==> src/rtl/isa_pkg.sv <==
package isa_pkg;

    // Access port controller states
    typedef enum logic {
        ST_IDLE = 1'b0,
        ST_OPEN = 1'b1
    } port_state_e;

    // Register group selected by the address pointer
    typedef enum logic [1:0] {
        GRP_STATUS = 2'd0,
        GRP_LMASK  = 2'd1,
        GRP_SMASK  = 2'd2,
        GRP_NONE   = 2'd3
    } reg_group_e;

endpackage

==> src/rtl/isa_evt_capture.sv <==
module isa_evt_capture #(
    parameter int BANKS  = 3,
    parameter int BANK_W = 8,
    parameter logic [BANKS*BANK_W-1:0] RSVD_BITS = 24'h80_1000
) (
    input  logic                    clk,
    input  logic                    rst_n,
    input  logic [BANKS*BANK_W-1:0] evt_i,
    input  logic [BANKS*BANK_W-1:0] smask_i,
    input  logic                    clr_i,
    output logic [BANKS*BANK_W-1:0] status_o,
    output logic [BANKS*BANK_W-1:0] set_o
);
    localparam int SRC_N = BANKS * BANK_W;

    logic [SRC_N-1:0] prev_q;
    logic [SRC_N-1:0] status_q;
    logic [SRC_N-1:0] set_w;

    // Capture logic for each bank. A set wins over a clear on the same edge.
    for (genvar b = 0; b < BANKS; b++) begin : g_bank
        logic [BANK_W-1:0] rise_w;
        assign rise_w = evt_i[b*BANK_W +: BANK_W] & ~prev_q[b*BANK_W +: BANK_W];
        assign set_w[b*BANK_W +: BANK_W] = rise_w
                                         & ~smask_i[b*BANK_W +: BANK_W]
                                         & ~RSVD_BITS[b*BANK_W +: BANK_W];

        always_ff @(posedge clk or negedge rst_n) begin
            if (!rst_n) begin
                prev_q[b*BANK_W +: BANK_W]   <= '0;
                status_q[b*BANK_W +: BANK_W] <= '0;
            end else begin
                prev_q[b*BANK_W +: BANK_W] <= evt_i[b*BANK_W +: BANK_W];
                if (clr_i) begin
                    status_q[b*BANK_W +: BANK_W] <= set_w[b*BANK_W +: BANK_W];
                end else begin
                    status_q[b*BANK_W +: BANK_W] <= status_q[b*BANK_W +: BANK_W]
                                                  | set_w[b*BANK_W +: BANK_W];
                end
            end
        end
    end

    assign status_o = status_q;
    assign set_o    = set_w;

endmodule

==> src/rtl/isa_irq_merge.sv <==
module isa_irq_merge #(
    parameter int BANKS  = 3,
    parameter int BANK_W = 8
) (
    input  logic [BANKS*BANK_W-1:0] status_i,
    input  logic [BANKS*BANK_W-1:0] lmask_i,
    output logic                    irq_o
);
    logic [BANKS-1:0] bank_hit;

    for (genvar b = 0; b < BANKS; b++) begin : g_hit
        assign bank_hit[b] = |(status_i[b*BANK_W +: BANK_W] & ~lmask_i[b*BANK_W +: BANK_W]);
    end

    assign irq_o = |bank_hit;

endmodule

==> src/rtl/isa_regport.sv <==
module isa_regport
    import isa_pkg::*;
#(
    parameter int BANKS  = 3,
    parameter int BANK_W = 8,
    parameter int AW     = 4
) (
    input  logic                    clk,
    input  logic                    rst_n,
    input  logic                    start_i,
    input  logic [AW-1:0]           addr_i,
    input  logic                    wr_i,
    input  logic                    rd_i,
    input  logic                    stop_i,
    input  logic [BANK_W-1:0]       wdata_i,
    input  logic [BANKS*BANK_W-1:0] status_i,
    output logic [BANKS*BANK_W-1:0] lmask_o,
    output logic [BANKS*BANK_W-1:0] smask_o,
    output logic                    clr_o,
    output logic                    open_o,
    output logic [BANK_W-1:0]       rdata_o
);
    localparam logic [AW-1:0] LIM_STAT  = AW'(BANKS);
    localparam logic [AW-1:0] LIM_LMASK = AW'(2 * BANKS);
    localparam logic [AW-1:0] LIM_SMASK = AW'(3 * BANKS);
    localparam logic [AW-1:0] LAST_REG  = AW'(3 * BANKS - 1);

    port_state_e       state_q, state_d;
    logic [AW-1:0]     ptr_q;
    logic [AW-1:0]     ptr_nxt;
    logic              acc_go, wr_go, rd_go;
    reg_group_e        grp;
    logic [AW-1:0]     bank_idx;
    logic [BANK_W-1:0] rd_mux;
    logic [BANK_W-1:0] rdata_q;

    logic [BANK_W-1:0] lmask_q [BANKS];
    logic [BANK_W-1:0] smask_q [BANKS];

    // State register
    always_ff @(posedge clk or negedge rst_n) begin
        if (!rst_n) begin
            state_q <= ST_IDLE;
        end else begin
            state_q <= state_d;
        end
    end

    // Next state
    always_comb begin
        state_d = state_q;
        unique case (state_q)
            ST_IDLE: if (start_i) state_d = ST_OPEN;
            ST_OPEN: if (stop_i)  state_d = ST_IDLE;
        endcase
    end

    // A strobe is accepted only in ST_OPEN with no start or stop in the same cycle.
    assign acc_go  = (state_q == ST_OPEN) && !stop_i && !start_i;
    assign wr_go   = acc_go && wr_i;
    assign rd_go   = acc_go && rd_i && !wr_i;
    assign ptr_nxt = (ptr_q == LAST_REG) ? '0 : ptr_q + 1'b1;

    // Address pointer
    always_ff @(posedge clk or negedge rst_n) begin
        if (!rst_n) begin
            ptr_q <= '0;
        end else begin
            unique case (state_q)
                ST_IDLE: if (start_i) ptr_q <= addr_i;
                ST_OPEN: begin
                    if (stop_i) begin
                        ptr_q <= ptr_q;
                    end else if (start_i) begin
                        ptr_q <= addr_i;
                    end else if (wr_i || rd_i) begin
                        ptr_q <= ptr_nxt;
                    end
                end
            endcase
        end
    end

    // Address decode into a register group and a bank
    always_comb begin
        if (ptr_q < LIM_STAT) begin
            grp      = GRP_STATUS;
            bank_idx = ptr_q;
        end else if (ptr_q < LIM_LMASK) begin
            grp      = GRP_LMASK;
            bank_idx = ptr_q - LIM_STAT;
        end else if (ptr_q < LIM_SMASK) begin
            grp      = GRP_SMASK;
            bank_idx = ptr_q - LIM_LMASK;
        end else begin
            grp      = GRP_NONE;
            bank_idx = '0;
        end
    end

    // Mask byte registers, one per bank and per group
    for (genvar b = 0; b < BANKS; b++) begin : g_mask
        always_ff @(posedge clk or negedge rst_n) begin
            if (!rst_n) begin
                lmask_q[b] <= '1;
                smask_q[b] <= '1;
            end else if (wr_go && (bank_idx == AW'(b))) begin
                if (grp == GRP_LMASK) lmask_q[b] <= wdata_i;
                if (grp == GRP_SMASK) smask_q[b] <= wdata_i;
            end
        end
        assign lmask_o[b*BANK_W +: BANK_W] = lmask_q[b];
        assign smask_o[b*BANK_W +: BANK_W] = smask_q[b];
    end

    // Read multiplexer
    always_comb begin
        rd_mux = '0;
        for (int b = 0; b < BANKS; b++) begin
            if (bank_idx == AW'(b)) begin
                unique case (grp)
                    GRP_STATUS: rd_mux = status_i[b*BANK_W +: BANK_W];
                    GRP_LMASK:  rd_mux = lmask_q[b];
                    GRP_SMASK:  rd_mux = smask_q[b];
                    GRP_NONE:   rd_mux = '0;
                endcase
            end
        end
    end

    // Output process: registered read data
    always_ff @(posedge clk or negedge rst_n) begin
        if (!rst_n) begin
            rdata_q <= '0;
        end else if (rd_go) begin
            rdata_q <= rd_mux;
        end
    end

    assign rdata_o = rdata_q;
    assign clr_o   = wr_go && (grp == GRP_STATUS);
    assign open_o  = (state_q == ST_OPEN);

endmodule

==> src/rtl/irq_bank_aggregator.sv <==
module irq_bank_aggregator #(
    parameter int BANKS  = 3,
    parameter int BANK_W = 8,
    parameter logic [BANKS*BANK_W-1:0] RSVD_BITS = 24'h80_1000
) (
    input  logic                    clk,
    input  logic                    rst_n,
    input  logic [BANKS*BANK_W-1:0] evt_i,
    input  logic                    acc_start_i,
    input  logic [$clog2(3*BANKS)-1:0] acc_addr_i,
    input  logic                    acc_wr_i,
    input  logic                    acc_rd_i,
    input  logic                    acc_stop_i,
    input  logic [BANK_W-1:0]       acc_wdata_i,
    output logic [BANK_W-1:0]       acc_rdata_o,
    output logic                    irq_o
);
    localparam int SRC_N = BANKS * BANK_W;
    localparam int AW    = $clog2(3 * BANKS);

    logic [SRC_N-1:0] status_w;
    logic [SRC_N-1:0] set_w;
    logic [SRC_N-1:0] lmask_w;
    logic [SRC_N-1:0] smask_w;
    logic             clr_w;
    logic             open_w;

    isa_regport #(.BANKS(BANKS), .BANK_W(BANK_W), .AW(AW)) u_port (
        .clk      (clk),
        .rst_n    (rst_n),
        .start_i  (acc_start_i),
        .addr_i   (acc_addr_i),
        .wr_i     (acc_wr_i),
        .rd_i     (acc_rd_i),
        .stop_i   (acc_stop_i),
        .wdata_i  (acc_wdata_i),
        .status_i (status_w),
        .lmask_o  (lmask_w),
        .smask_o  (smask_w),
        .clr_o    (clr_w),
        .open_o   (open_w),
        .rdata_o  (acc_rdata_o)
    );

    isa_evt_capture #(.BANKS(BANKS), .BANK_W(BANK_W), .RSVD_BITS(RSVD_BITS)) u_cap (
        .clk      (clk),
        .rst_n    (rst_n),
        .evt_i    (evt_i),
        .smask_i  (smask_w),
        .clr_i    (clr_w),
        .status_o (status_w),
        .set_o    (set_w)
    );

    isa_irq_merge #(.BANKS(BANKS), .BANK_W(BANK_W)) u_merge (
        .status_i (status_w),
        .lmask_i  (lmask_w),
        .irq_o    (irq_o)
    );

endmodule

==> config.mk <==
export PLATFORM = sky130hd
export DESIGN_NAME = irq_bank_aggregator
export DESIGN_NICKNAME = d
export VERILOG_FILES = /design/src/rtl/isa_pkg.sv /design/src/rtl/isa_evt_capture.sv /design/src/rtl/isa_irq_merge.sv /design/src/rtl/isa_regport.sv /design/src/rtl/irq_bank_aggregator.sv
export SDC_FILE = /design/constraint.sdc
export NUM_CORES = 1
export LEC_CHECK = 0
export BUFFER_PORTS_ARGS = -buffer_cell sky130_fd_sc_hd__buf_2
export CAP_MARGIN = 10
export CORE_UTILIZATION = 60
export CTS_BUF_LIST = sky130_fd_sc_hd__clkbuf_4 sky130_fd_sc_hd__clkbuf_8
export DETAILED_ROUTE_END_ITERATION = 8
export PLACE_DENSITY = 0.81
export SYNTH_ARGS = -nofsm -noshare
export SYNTH_HDL_FRONTEND = slang
export SYNTH_SLANG_ARGS = --single-unit
==> constraint.sdc <==
create_clock -name clk -period 2.9 [get_ports clk]
set_clock_uncertainty 0.05 [all_clocks]
set_input_delay 0.58 -clock clk [delete_from_list [all_inputs] [get_ports clk]]
set_output_delay 0.58 -clock clk [all_outputs]
set_load 0.005 [all_outputs]
# Word-level counts from Yosys, hierarchy flattened
# Index checks and enable logic that the tools add are counted.
totals:
  register_bits: 108
  inputBits: 42
  elab_cells: 99
classes:
  addsub: 3
  order_cmp: 3
  eq_ne: 9
  muxes: 24
  n_bitwise: 22
  reduce_logical: 23
ops:
  columns: ["cell", "count"]
  rows:
  - ["$pmux W8 S4", 3]
  - ["$and A8 B8 Y8", 7]
  - ["$not A8 Y8", 7]
  - ["$mux W8", 6]
  - ["$mux W4", 8]
  - ["$reduce_or A24 Y1", 1]
  - ["$or A8 B8 Y8", 2]
  - ["$and A7 B7 Y7", 2]
  - ["$not A7 Y7", 2]
  - ["$reduce_and A2 Y1", 6]
  - ["$logic_and A1 B1 Y1", 9]
  - ["$or A8 B7 Y8", 1]
  - ["$pmux W4 S2", 1]
  - ["$add A4 B1 Y4 const B", 1]
  - ["$eq A2 B2 Y1 const B", 2]
  - ["$eq A4 B1 Y1 const B", 1]
  - ["$eq A4 B2 Y1 const B", 1]
  - ["$eq A4 B4 Y1 const B", 1]
  - ["$logic_not A4 Y1", 1]
  - ["$lt A4 B2 Y1 const B", 1]
  - ["$lt A4 B3 Y1 const B", 1]
  - ["$lt A4 B4 Y1 const B", 1]
  - ["$mux W2", 2]
  - ["$ne A2 B2 Y1 const B", 2]
  - ["other kinds (11)", 15]

# Longest topological paths before layout
# Gate-level depths: netlist (run 1).
logic_depth:
  depth_word: 9
  depth_mapped: 11

# Modules after synthesis
# Synthesis (run 1) repeated with hierarchy kept, for this count alone.
hier_totals:
  cells_unflattened: 438
  hier_area_um2: 5270.1
by_module_without_submodules:
  columns: ["mod", "instances", "cells_each", "area_per_inst_um2"]
  rows:
  - ["isa_regport", 1, 302, 3477.1]
  - ["isa_evt_capture", 1, 96, 1604.0]
  - ["isa_irq_merge", 1, 40, 188.9]

# Least setup slack after synthesis (run 1)
# Ideal clock, no wire load.
synth_path:
  path_type: "register -> register"
  startpoint: "register u_port.ptr_q[0]"
  endpoint: "register u_port.smask_q (netlist bit u_port.smask_o[10])"
  setup_ns: 0.082
  arrival_time_ns: 2.431
  required_ns: 2.768
  path_slack_ns: 0.336
  path_stages_with_launch: 10
  period_less_slack_ns: 2.564
  cell_sequence: "dfrtp_1 clkbuf_2 inv_1 ha_1 nor4bb_1 a31oi_1 o31a_1 nand3b_2 nor2_2 mux2_2"
synth_via:
  elab_chain_len: 7
  elab_cells_between_ends: 15
  cone_classes: "2 x add/sub; 3 x order compare; 2 x eq/ne; 6 x mux; 2 x reduce/logical"
synth_lines:
  columns: ["item", "line", "rtl"]
  rows:
  - ["start, declared", "isa_regport.sv:29", "logic [AW-1:0] ptr_q;"]
  - ["start signal, assigned", "isa_regport.sv:70", "ST_IDLE: if (start_i) ptr_q <= addr_i;"]
  - ["start signal, assigned", "isa_regport.sv:73", "ptr_q <= ptr_q;"]
  - ["start signal, assigned", "isa_regport.sv:75", "ptr_q <= addr_i;"]
  - ["$sub A4 B3 Y4 or $lt A4 B4 Y1 (tied branches)", "isa_regport.sv:94, isa_regport.sv:92", null]
  - ["$mux W4", "isa_regport.sv:92", "end else if (ptr_q < LIM_SMASK) begin"]
  - ["$mux W4", "isa_regport.sv:89", "end else if (ptr_q < LIM_LMASK) begin"]
  - ["$mux W4", "isa_regport.sv:86", "if (ptr_q < LIM_STAT) begin"]
  - ["$eq A4 B1 Y1", "isa_regport.sv:107", "end else if (wr_go && (bank_idx == AW'(b))) begin"]
  - ["$logic_and A1 B1 Y1", "isa_regport.sv:107", null]
  - ["$reduce_and A2 Y1 (no line) (*)", null, null]
  - ["end signal, assigned by index", "isa_regport.sv:109", "if (grp == GRP_SMASK) smask_q[b] <= wdata_i;"]
  - ["end, declared", "isa_regport.sv:38", "logic [BANK_W-1:0] smask_q [BANKS];"]
# Every way passes the cells marked *; elsewhere a longest branch is shown, timed or not.
# A chain may end at the register's enable or synchronous reset.

# Worst setup path after layout (run 1)
layout_path:
  startpoint: "register u_port.ptr_q[2]"
  endpoint: "register u_port.lmask_q (netlist bit u_port.lmask_o[19])"
layout_via:
  elab_chain_len: 7
  elab_cells_between_ends: 15
  cone_classes: "2 x add/sub; 3 x order compare; 2 x eq/ne; 6 x mux; 2 x reduce/logical"
layout_lines:
  columns: ["item", "line", "rtl"]
  rows:
  - ["$sub A4 B3 Y4 or $lt A4 B4 Y1 (tied branches)", "isa_regport.sv:94, isa_regport.sv:92", null]
  - ["$mux W4", "isa_regport.sv:92", null]
  - ["$mux W4", "isa_regport.sv:89", null]
  - ["$mux W4", "isa_regport.sv:86", null]
  - ["$eq A4 B2 Y1", "isa_regport.sv:107", null]
  - ["$logic_and A1 B1 Y1", "isa_regport.sv:107", null]
  - ["$reduce_and A2 Y1 (no line) (*)", null, null]
  - ["end signal, assigned by index", "isa_regport.sv:108", "if (grp == GRP_LMASK) lmask_q[b] <= wdata_i;"]
  - ["end, declared", "isa_regport.sv:37", "logic [BANK_W-1:0] lmask_q [BANKS];"]
# Marked as above.

==> results.sh, run 1 <==
export IMPL_drive_above_1_share=0.4025
export IMPL_start_util=0.6207
export IMPL_cts_max_level=3
export IMPL_insertedDiodeCount=0
export IMPL_slew_headroom=0.4258
export IMPL_cts_root_buf="clkbuf_8"
export IMPL_clkSinkCount=105
export IMPL_clkLatencyLatePin_ns=0.38
export IMPL_p_sw_frac=0.3612
export IMPL_cpPeakStageDelay_ns=0.51
export IMPL_status="completed"
export IMPL_rsz0062_at_grt="false"
export IMPL_pwr_share_seq=0.463
export IMPL_critPathRequiredTime_ns=3.14
export IMPL_ys_flop_type="dfrtp_1"
export IMPL_ant_nets=0
export IMPL_power_frac_clock=0.176
export IMPL_hold_path_class="primary input to asynchronous set/reset pin"
export IMPL_worstSetupPathType="flop to flop"
export IMPL_grt_pass1_wl_mm=18.13
export IMPL_cts_resized=0
export IMPL_ys_types=52
export IMPL_core_area_sq_um=7767
export IMPL_via_per_inst=6.202
export IMPL_path_cells="buf_4, ha_1, nand2b_1, and3_1, o32a_1, or2_1, nor3_4, mux2_2"
export IMPL_finalSetupTns_ns=0
export IMPL_drt_iter0_markers=230
export IMPL_cts_clk_slew_worst_paths_ns=0.10
export IMPL_final_max_slew_violation_count=0
export IMPL_numPortBuffers=48
export IMPL_antenna_found_initial=0
export IMPL_timing_critical_path_to_type="flop"
export IMPL_syn_cell_area_sq_um=4821
export IMPL_first_pass_iters=5
export IMPL_syn_inst=412
export IMPL_cts_hold_buf=0
export IMPL_wl_mm=11.28
export IMPL_power_switching_mw=1.773
export IMPL_dpl_hpwl_mm=7.852
export IMPL_syn_nets=459
export IMPL_ir_drop_mv=0.4559
export IMPL_place_congestion=0.9084
export IMPL_hold_viol_final=0
export IMPL_die_height_um=91.64
export IMPL_drc=0
export IMPL_grt_overflow=0
export IMPL_nets=524
export IMPL_worstMarginPinSlew_ns=0.8540
export IMPL_fmax_ghz=0.3616
export IMPL_drv_cap=0
export IMPL_worstPathArrival_ns=3.01
export IMPL_total_leakage_power_nw=2.382
export IMPL_combPwrFrac=0.360
export IMPL_rows=32
export IMPL_post_drt_wl_per_cell_um=19.31
export IMPL_period_share=0.9537
export IMPL_post_cts_buffers=0
export IMPL_route_vias_total=3622
export IMPL_area_delta_synth_final_pct=14.40
export IMPL_cts_buffers=9
export IMPL_synth_edf_count=0
export IMPL_io_pins=51
export IMPL_cts_tree="built"
export IMPL_setup_viol=0
export IMPL_intPower_mw=3.136
export IMPL_die_area_sq_um=8397
export IMPL_grt_pass1_vias=3574
export IMPL_synthArstFlopShare=1.000
export IMPL_fp_dieW_um=91.64
export IMPL_synth_seq_area_share=0.5575
export IMPL_cp_start_kind="flop"
export IMPL_power_density_nw_per_um2=890.1
export IMPL_syn_area_per_cell_sq_um=11.70
export IMPL_synth_seq_cells=105
export IMPL_crit_fanout=11
export IMPL_grt_max_degree=55
export IMPL_slowest_stage="nor3_4"
export IMPL_clock_path_buffers=2
export IMPL_ys_warn_count=0
export IMPL_track_usage=0.2856
export IMPL_whs_ns=0.1770
export IMPL_fin_crit_ns=2.766
-- flip-flops by register name, indices dropped and copies added (netlist names) --
name and count:
u_cap.prev_q 22, u_cap.status_o 22, u_port.lmask_o 24, u_port.open_o 1, u_port.ptr_q 4, u_port.rdata_o 8
u_port.smask_o 24
-- layer usage --
metal	up-vias	global-route usage	share of wire
li1	1638	-	-
met1	1815	0.3699	0.42
met2	142	0.4505	0.49
met3	27	0.07711	0.064
met4	0	0.1310	0.028
met5	-	0	0
-- power by group through the flow --
stage | clock network, mW | logic [mW] | registers [mW]
after floorplan | 0 | 1.24 | 2.19
after global placement | 0 | 1.68 | 2.27
after detailed placement | 0 | 1.74 | 2.29
after CTS | 0.890 | 1.76 | 2.26
after global routing | 0.936 | 1.92 | 2.32
final | 0.866 | 1.77 | 2.27
-- worst max-delay path, delay by kind of cell (launching register included) --
kind                       cells  cell delay (ns)
and+or+nand+nor                4             1.22
DFF                            1             0.42
muxes                          1             0.40
adders and majority gates      1             0.21
buffers and inverters          1             0.19
AOI/OAI and AO/OA              1             0.19
-- Yosys cell counts (2+ instances only) --
cell / number / area share
a211oi_1: 6 / 0.0093
a21oi_1: 20 / 0.021
a221oi_1: 6 / 0.011
a222oi_1: 2 / 0.0042
a22o_1: 29 / 0.053
a22oi_1: 8 / 0.012
a31oi_1: 2 / 0.0026
and2_1: 2 / 0.0026
buf_2: 5 / 0.0052
buf_6: 2 / 0.0047
clkbuf_1: 7 / 0.0055
dfrtp_1: 57 / 0.30
dfstp_2: 48 / 0.26
ha_1: 5 / 0.013
inv_1: 25 / 0.019
mux2_2: 47 / 0.11
mux2i_1: 2 / 0.0042
nand2_1: 27 / 0.021
nand2b_1: 2 / 0.0026
nand3_1: 14 / 0.015
nor2_1: 35 / 0.027
nor2_2: 2 / 0.0026
nor2b_1: 2 / 0.0026
nor3_1: 2 / 0.0021
nor3_4: 3 / 0.010
o21ai_0: 3 / 0.0031
o22a_1: 8 / 0.015
o22ai_1: 8 / 0.010
o31ai_1: 10 / 0.016
-- metrics by stage --
step,total power [mW],instances,utilization,setup WS (ns),cell area (sq um)
6_report,4.909,584,0.7101,0.1343,5515
5_1_grt,5.175,584,0.7101,0.002733,5515
4_1_cts,4.909,584,0.7101,0.1405,5515
3_5_place_dp,4.022,568,0.6852,0.1706,5323
3_3_place_gp,3.947,568,0.6852,0.2225,5323
2_1_floorplan,3.425,412,-,0.3365,4821
-- worst paths after layout --
check,start,to,slack [ns],depth (start not counted)
max,u_port.ptr_q[2],u_port.lmask_o[19],0.13,8
min,rst_n,u_port.ptr_q[1],0.18,1
max reg2reg,u_port.ptr_q[2],u_port.lmask_o[19],0.13,8
min reg2reg,u_port.rdata_o[7],u_port.rdata_o[7],0.46,2
max in group asynchronous,rst_n,u_port.lmask_o[19],1.86,2
min in group clk,evt_i[10],u_cap.prev_q[10],0.26,1
-- area by class of cell --
type	count	area, sq um
clock buffers	10	131.4
clock inverters	6	61.31
fillers	577	2252
inverters	26	97.59
multi-input cells	264	1957
flip-flops and latches	105	2688
well taps	102	127.6
repair buffers	71	452.9
-- cell families (layout without fill, tap and decap cells) --
group,Yosys count,count (layout),share of synthesized area
AO/OA/AOI/OAI,108,108,0.1679
flip-flops,105,105,0.5575
AND/OR/NAND/NOR,99,99,0.1028
multiplexers,50,50,0.1163
buffers and inverters,43,113,0.03893
adder cells (fa/ha/maj),5,5,0.01298
XOR/XNOR,2,2,0.003634
-- placed cells by master (no fill, tap or decap), drive strengths merged, types with 6 or more instances in the layout --
master / count
nor2: 37
o31ai: 10
a211oi: 6
a22oi: 8
a22o: 29
nor3: 6
nand2: 27
o22a: 8
inv: 29
dfrtp: 57
a21oi: 20
clkbuf: 10
o22ai: 8
mux2: 48
dfstp: 48
nand3: 14
buf: 71
a221oi: 6
(Power assumes the default switching activity.)
==> run 2: changes to the inputs <==
--- a/config.mk
+++ b/config.mk
@@ -7,6 +7,7 @@
 export LEC_CHECK = 0
 export BUFFER_PORTS_ARGS = -buffer_cell sky130_fd_sc_hd__buf_2
 export CAP_MARGIN = 10
+export CORE_ASPECT_RATIO = 0.75
 export CORE_UTILIZATION = 60
 export CTS_BUF_LIST = sky130_fd_sc_hd__clkbuf_4 sky130_fd_sc_hd__clkbuf_8
 export DETAILED_ROUTE_END_ITERATION = 8
==> constraint.sdc (replaced) <==
create_clock -name clk -period 2.9 [get_ports clk]
set_clock_uncertainty 0.05 [all_clocks]
set_input_delay 0.145 -clock clk [delete_from_list [all_inputs] [get_ports clk]]
set_output_delay 0.145 -clock clk [all_outputs]
set_load 0.005 [all_outputs]
==> run 2 against run 1 <==
- first-iteration DRC count fell by 1.7%
- global-route usage rose by 1.7 points
- register-to-register slack got worse by 0.09 ns
- critical path type unchanged
- critical endpoint is now u_port.lmask_o[5]
- largest cell class unchanged
- largest power group unchanged
==> results.sh, run 2 (synthesis gave the netlist of run 1 again) <==
export IMPL_cp_start_kind="flop"
export IMPL_setup_viol=0
export IMPL_place_congestion=0.8930
export IMPL_worstMarginPinSlew_ns=1.139
export IMPL_drive_above_1_share=0.3814
export IMPL_dpl_cell_area_sq_um=5289
export IMPL_fp_dieW_um=105.5
export IMPL_area_delta_synth_final_pct=18.92
export IMPL_drv_cap=0
export IMPL_multi_input_area_sq_um=1957
export IMPL_cpPeakStageDelay_ns=0.63
export IMPL_worstSetupPathType="flop to flop"
export IMPL_crit_fanout=8
export IMPL_io_pins=51
export IMPL_timing_final_ws_setup_ns=0.04019
export IMPL_final_max_slew_violation_count=0
export IMPL_die_area_sq_um=8401
export IMPL_power_density_nw_per_um2=865.4
export IMPL_numPortBuffers=48
export IMPL_grt_overflow=0
export IMPL_cts_tree="built"
export IMPL_cts_buffers=9
export IMPL_dpl_worst_slack_ns=0.1051
export IMPL_via_per_inst=6.087
export IMPL_ir_drop_mv=0.5630
export IMPL_rows=27
export IMPL_cts_max_level=3
export IMPL_track_usage=0.3029
export IMPL_final_cell_mix="57 x dfrtp_1, 48 x dfstp_2, 47 x mux2_2, 47 x buf_2, 35 x nor2_1"
export IMPL_cpLargestDelayFamily="simple AND/OR/NAND/NOR gates"
export IMPL_nets=548
export IMPL_cts_root_buf="clkbuf_8"
export IMPL_first_pass_iters=5
export IMPL_whs_ns=0.01745
export IMPL_grt_max_degree=56
export IMPL_post_cts_buffers=0
export IMPL_post_drt_wl_per_cell_um=19.09
export IMPL_grt_pass1_wl_mm=18.91
export IMPL_total_leakage_power_nw=2.474
export IMPL_crit_buf_inv=0
export IMPL_fillers=527
export IMPL_fmax_ghz=0.3497
export IMPL_clkLatencyLatePin_ns=0.39
export IMPL_ant_nets=0
export IMPL_antenna_found_initial=0
export IMPL_cts_clk_slew_worst_paths_ns=0.09
export IMPL_slew_headroom=0.2363
export IMPL_path_cells="ha_1, a31oi_1, a31o_1, o32a_1, or2_1, nor3_2, mux2_2"
export IMPL_fin_crit_ns=2.860
export IMPL_status="completed"
export IMPL_insertedDiodeCount=0
export IMPL_rsz0062_at_grt="true"
export IMPL_worstPathArrival_ns=3.12
export IMPL_grt_pass1_vias=3735
export IMPL_final_cell_area_sq_um=5733
export IMPL_wl_mm=11.59
export IMPL_start_util=0.6371
export IMPL_die_height_um=79.63
export IMPL_power_mw=4.962
export IMPL_dpl_hpwl_mm=8.061
export IMPL_seq_area_sq_um=2688
export IMPL_drc=0
export IMPL_drt_iter0_markers=226
export IMPL_hold_viol_final=0
export IMPL_route_vias_total=3695
export IMPL_clkSinkCount=105
export IMPL_slowest_stage="nor3_2"
export IMPL_timing_critical_path_to_type="flop"
export IMPL_hold_path_class="primary input to flop"
export IMPL_final_common_cell="dfrtp_1"
export IMPL_finalSetupTns_ns=0
export IMPL_core_area_sq_um=7567
export IMPL_critPathRequiredTime_ns=3.16
export IMPL_period_share=0.9861
export IMPL_clock_path_buffers=2
## run 2: worst paths after layout
path | cells past startpoint | slack (ns) | startpoint | end
setup reg to reg | 7 | 0.04 | u_port.ptr_q[0] | u_port.lmask_o[5]
min in group asynchronous | 2 | 0.27 | rst_n | u_port.ptr_q[2]
hold / removal | 3 | 0.02 | acc_start_i | u_port.open_o
max in group asynchronous | 3 | 1.77 | rst_n | u_port.lmask_o[18]
hold reg to reg | 2 | 0.44 | u_port.rdata_o[6] | u_port.rdata_o[6]
setup / recovery | 7 | 0.04 | u_port.ptr_q[0] | u_port.lmask_o[5]
## run 2: final cells by class
| cell class | count | share of cell area |
|---|---|---|
| timing repair buffer | 95 | 0.1170 |
| clock buffer | 12 | 0.02772 |
| multi-input combinational | 264 | 0.3413 |
| inverter | 26 | 0.01702 |
| tap | 101 | 0.02204 |
| clock inverter | 4 | 0.006111 |
| sequential | 105 | 0.4688 |
## run 2: tightest hold or removal path, cell delays in order
cell and delay, ns:
buf_2 0.11, nor2_1 0.09, a21oi_1 0.06
## run 2: timing repair
action / 4_1_cts / 5_1_grt
endpoints found under the setup margin: 0 / 11
hold endpoints to repair: 71 / 0
hold buffers: 25 / 0
resized for setup: 0 / 0
## run 2: power by group
group	internal [mW]	switching [mW]	leakage (nW)
logic	0.841	0.978	1.26
clock network	0.378	0.506	0.0946
registers	1.98	0.280	1.12
## run 2: per-layer routing
metal	share of wire	vias to the layer above	global-route usage	routed length [um]
li1	-	1680	-	-
met1	0.44	1823	0.4083	5148
met2	0.45	161	0.4724	5256
met3	0.072	31	0.06857	833
met4	0.030	0	0.1431	348
met5	0	-	0	0
## run 2: metrics by stage
stage	util	cells
floorplan	-	412
global placement	0.6989	566
detailed placement	0.6989	566
CTS	0.7576	607
global route	0.7576	607
finish	0.7576	607
